==> src/rtl/vec_irq_ctrl.sv <==
module vec_irq_ctrl #(
  parameter int NLINES = 32,
  parameter logic [2*NLINES-1:0] SENSE = 64'hE4E4_E4E4_E4E4_E4E4
) (
  input  logic              clk,
  input  logic              rst_n,
  input  logic [2:0]        bus_word,
  input  logic              bus_wr,
  input  logic [31:0]       bus_wdata,
  output logic [31:0]       bus_rdata,
  input  logic [NLINES-1:0] irq_src,
  output logic              irq_req
);
  localparam int LW = (NLINES > 1) ? $clog2(NLINES) : 1;
  localparam logic [2:0] W_STAT = 3'd0, W_PEND = 3'd1, W_EN  = 3'd2, W_ACK = 3'd3,
                         W_SET  = 3'd4, W_CLR  = 3'd5, W_VEC = 3'd6, W_MST = 3'd7;

  logic [NLINES-1:0] status, enable, hit, pending, wmask, ack_mask;
  logic [1:0]        master;
  logic [LW-1:0]     win;
  logic              any;

  assign wmask    = bus_wdata[NLINES-1:0];
  assign ack_mask = (bus_wr && bus_word == W_ACK) ? wmask : '0;
  assign pending  = status & enable;
  assign any      = |pending;
  assign irq_req  = any & master[0];

  for (genvar i = 0; i < NLINES; i++) begin : g_line
    localparam logic [1:0] K = SENSE[2*i +: 2];
    if (K == 2'd0 || K == 2'd1) begin : g_edge
      logic prev;
      always_ff @(posedge clk)
        if (!rst_n) prev <= 1'b0;
        else        prev <= irq_src[i];
      if (K == 2'd0) begin : g_rise
        assign hit[i] = irq_src[i] & ~prev;
      end else begin : g_fall
        assign hit[i] = ~irq_src[i] & prev;
      end
    end else if (K == 2'd2) begin : g_high
      assign hit[i] = irq_src[i];
    end else begin : g_low
      assign hit[i] = ~irq_src[i];
    end
  end

  always_ff @(posedge clk)
    if (!rst_n) status <= '0;
    else        status <= (status & ~ack_mask) | (master[1] ? hit : '0);

  always_ff @(posedge clk)
    if (!rst_n) enable <= '0;
    else if (bus_wr)
      case (bus_word)
        W_EN:    enable <= wmask;
        W_SET:   enable <= enable | wmask;
        W_CLR:   enable <= enable & ~wmask;
        default: ;
      endcase

  always_ff @(posedge clk)
    if (!rst_n)                           master <= 2'b00;
    else if (bus_wr && bus_word == W_MST) master <= bus_wdata[1:0];

  always_comb begin
    win = '0;
    for (int i = NLINES - 1; i >= 0; i--)
      if (pending[i]) win = LW'(i);
  end

  always_comb
    case (bus_word)
      W_STAT:  bus_rdata = 32'(status);
      W_PEND:  bus_rdata = 32'(pending);
      W_EN:    bus_rdata = 32'(enable);
      W_VEC:   bus_rdata = any ? 32'(win) : '1;
      W_MST:   bus_rdata = {30'b0, master};
      default: bus_rdata = '0;
    endcase

  a_r3_set_raises: assert property (@(posedge clk) disable iff (!rst_n)
    (bus_wr && bus_word == W_SET) |=> ((enable & $past(wmask)) == $past(wmask)));
  a_r4_clear_drops: assert property (@(posedge clk) disable iff (!rst_n)
    (bus_wr && bus_word == W_CLR) |=> ((enable & $past(wmask)) == '0));
  a_r6_ack_clears: assert property (@(posedge clk) disable iff (!rst_n)
    (bus_wr && bus_word == W_ACK && !master[1]) |=> ((status & $past(wmask)) == '0));
  a_r13_gate_latch: assert property (@(posedge clk) disable iff (!rst_n)
    !master[1] |=> ((status & ~$past(status)) == '0));
  a_r12_req_master: assert property (@(posedge clk) disable iff (!rst_n)
    irq_req |-> (master[0] && pending != '0));
  a_r11_vec_lowest: assert property (@(posedge clk) disable iff (!rst_n)
    (bus_word == W_VEC && any) |->
      (pending[win] && (pending & ((NLINES'(1) << win) - NLINES'(1))) == '0));
  a_r11_vec_none: assert property (@(posedge clk) disable iff (!rst_n)
    (bus_word == W_VEC && !any) |-> (bus_rdata == 32'hFFFF_FFFF));
endmodule

==> config.mk <==
export PLATFORM = sky130hd
export DESIGN_NAME = vec_irq_ctrl
export DESIGN_NICKNAME = d
export VERILOG_FILES = /design/src/rtl/vec_irq_ctrl.sv
export SDC_FILE = /design/constraint.sdc
export NUM_CORES = 1
export LEC_CHECK = 0
export ABC_AREA = 1
export BUFFER_PORTS_ARGS = -buffer_cell sky130_fd_sc_hd__buf_2
export CAP_MARGIN = 20
export CORE_AREA = 2 2 108 110
export DETAILED_ROUTE_END_ITERATION = 8
export DIE_AREA = 0 0 110 112
export PLACE_DENSITY = 0.64
export SYNTH_ARGS = -nofsm -noshare
export SYNTH_HDL_FRONTEND = slang
export SYNTH_SLANG_ARGS = --single-unit
==> constraint.sdc <==
create_clock -name clk -period 2.5 [get_ports clk]
set_input_delay 0.125 -clock clk [delete_from_list [all_inputs] [get_ports clk]]
set_output_delay 0.125 -clock clk [all_outputs]
set_load 0.05 [all_outputs]
==> impl_metrics.json <==
{
  "drt_iter0_markers": 461,
  "drive_gt1_share_pct": 21.4,
  "first_global_vias": 4595,
  "antenna_cells": 0,
  "row_count": 39,
  "final.min_clock_period_ns": 2.67,
  "io_buffers": 102,
  "htree_levels": 3,
  "timing.final.crit_share_pct": 107,
  "clk_path_buf_depth": 2,
  "ys_top_cells_by_count": "nand2_1 (205), dfxtp_1 (82), a21oi_1 (70)",
  "synthArstFlopShare_pct": 0,
  "ys_seq_area_share_pct": 37.4,
  "grt_usage_pct": 23.3,
  "whs_path_depth": 4,
  "leakagePower_uw": 0.00279,
  "pre_cts_slack_ns": 0.0525,
  "yosys.area.top_type_share_pct": 37.4,
  "synth_area_leader_cell": "dfxtp_1",
  "avgRoutedWirePerCell_um": 15.2,
  "synth_seq_cells": 82,
  "synth.area.top_cells": "dfxtp_1 (37%), nand2_1 (18%), a21oi_1 (8.0%), o21ai_0 (7.9%), o2111ai_1 (5.8%)",
  "routed_wl_mm": 14.1,
  "powerDensity_mw_per_mm2": 608,
  "clk_latency_ns": 0.35,
  "ioPinCount": 103,
  "status": "finished, violations left",
  "cp-end-kind": "primary output",
  "dpl.hpwl_mm": 9.61,
  "ff2ff_path_depth": 3,
  "yosysMostFrequentCell": "nand2_1",
  "critical_path_class": "flop to primary output",
  "core_mm2": 0.0112,
  "cts.sinks": 82,
  "required_ns": 2.38,
  "num_vias": 4909,
  "grt_max_degree": 47,
  "drc": 0,
  "drv_slew": 0,
  "die_area_mm2": 0.0123,
  "routabilityCongestion": 0.852,
  "synthToLayoutAreaGrowth_pct": 29.4,
  "numCtsBuffers": 9,
  "syn_avg_cell_area_um2": 6.57,
  "syn_inst": 668,
  "worstHoldPathType": "input port to flop",
  "syn_nets": 738,
  "ys_warn_count": 0,
  "clock_skew_ns": 0.00772,
  "setup_violations": 2,
  "rsz0062_at_grt": "yes",
  "cts_root_buffer": "clkbuf_16",
  "start_util_pct": 39.3,
  "cts_tree": "done",
  "worstPathArrival_ns": 2.55,
  "grt_pass1_wl_mm": 22.3,
  "first_pass_iters": 5,
  "multi_input_area_mm2": 0.00234,
  "ir_worst_vdd_v": 0.000355,
  "design_area_mm2": 0.00568,
  "via_per_inst": 5.28,
  "synth_edf_count": 0,
  "cpMostUsedCell": "nand2_1",
  "ant_nets": 0,
  "nFillCells": 1130,
  "final-seq-area_mm2": 0.00165,
  "fin_ws_ns": -0.174,
  "maxCapViolCount": 0,
  "synth_area_mm2": 0.00439,
  "yosys.cell_types.count": 22,
  "clk_pin_slew_ns": 0.06,
  "critPathSlowestCell": "dfxtp_2",
  "violations": "setup timing",
  "detailed_place.area_mm2": 0.00509,
  "antenna_found_initial": 0,
  "max_stage_delay_ns": 0.33,
  "fin_util_pct": 50.8,
  "slew-limit-headroom_pct": 58.3,
  "fp.dieH_um": 112,
  "tightest_slew_ns": 0.625,
  "gr-total-overflow": 0,
  "path_max_fanout": 2,
  "synth_top_flop_cell": "dfxtp_1",
  "final_hold_viol_count": 0,
  "final_nets": 851,
  "fmax_mhz": 374,
  "cp-start-kind": "flop",
  "dieWidth_um": 110
}
area by class of cell:
class	instances	share of cell area (%)
inverter	71	4.69
sequential	82	29.0
timing repair buffer	142	15.6
tap	143	3.15
clock buffer	12	4.52
multi-input combinational	475	41.3
clock inverter	4	1.72
cell usage in the layout, fill, tap and decap left out:
master / n
clkinvlp_4: 1
o21ai_0: 69
dfxtp_1: 77
nand3b_1: 16
nor2_2: 2
nor3_1: 3
nand2_4: 11
o211ai_1: 1
clkbuf_4: 2
dfxtp_2: 5
dlygate4sd3_1: 16
nand2_1: 203
o2111ai_1: 29
a21oi_2: 1
a31oi_1: 1
o21a_1: 1
nor2_1: 25
a221oi_1: 2
buf_6: 3
buf_2: 97
buf_4: 23
nand2_2: 4
clkbuf_1: 1
o31ai_1: 1
a21boi_0: 1
nand3_1: 34
buf_12: 1
bufinv_16: 3
inv_1: 67
a21oi_1: 69
clkbuf_16: 9
inv_2: 4
nand4_1: 2
clkbuf_8: 2
registers in the layout, summed over array words and instances (netlist names):
| name | cells |
|---|---|
| master | 2 |
| g_line.g_edge.prev | 16 |
| enable | 32 |
| status | 32 |
cell families (layout without fill, tap and decap cells):
| family | after synthesis | count (layout) | share of synthesized area (%) |
|---|---|---|---|
| compound gates | 175 | 175 | 22.9 |
| buf+inv | 111 | 229 | 9.50 |
| flops | 82 | 82 | 37.4 |
| simple gates | 300 | 300 | 30.2 |
metrics by stage:
step                power [uW]  setup TNS (ns)  instances  hold slack (ns)
finish                    3450          -0.322        929           0.0262
global route              3580          -0.936        929           0.0357
CTS                       3470          -0.177        927           0.0192
detailed placement        1870               0        892            0.321
global placement          1860               0        892            0.314
floorplan                 1690               0        668            0.218
metal layers:
metal  global-route usage [%]  wire length, um  vias to the layer above
li1                         -                -                     2436
met1                     29.7             5920                     2265
met2                     39.0             6960                      180
met3                     3.86              929                       28
met4                     8.52              276                        0
met5                        0                0                        -
report_power, final:
part / leakage (uW) / switching, uW / internal [uW]
clock: 0.000169 / 550 / 1030
sequential: 0.000671 / 32.1 / 1350
combinational: 0.00195 / 326 / 160
total: 0.00279 / 908 / 2540
repair_timing:
| action | in CTS | in global routing |
|---|---|---|
| hold buffers | 16 | 0 |
| resized for setup | 7 | 11 |
| pin swaps | 3 | 10 |
| endpoints found under the setup margin | 1 | 19 |
| buffers inserted | 3 | 2 |
| endpoints found under the hold margin | 16 | 0 |
final timing paths:
kind                                                       start              endpoint  slack (ns)
worst max-delay path                     enable[31]$_SDFFE_PN0P_          bus_rdata[0]       -0.17
worst min-delay path                                  irq_src[3]  status[3]$_SDFF_PN0_        0.03
worst max register to register            master[1]$_SDFFE_PN0P_  status[4]$_SDFF_PN0_        1.55
worst min register to register  g_line[9].g_edge.prev$_SDFF_PN0_  status[9]$_SDFF_PN0_        0.47
worst max-delay path, delay by kind of cell (launching register included):
kind                   cells  cell delay [ns]
AND/OR/NAND/NOR           33             1.68
flip-flops                 1             0.33
buffers and inverters      2             0.21
No activity file was read; power rests on OpenSTA's default activity.
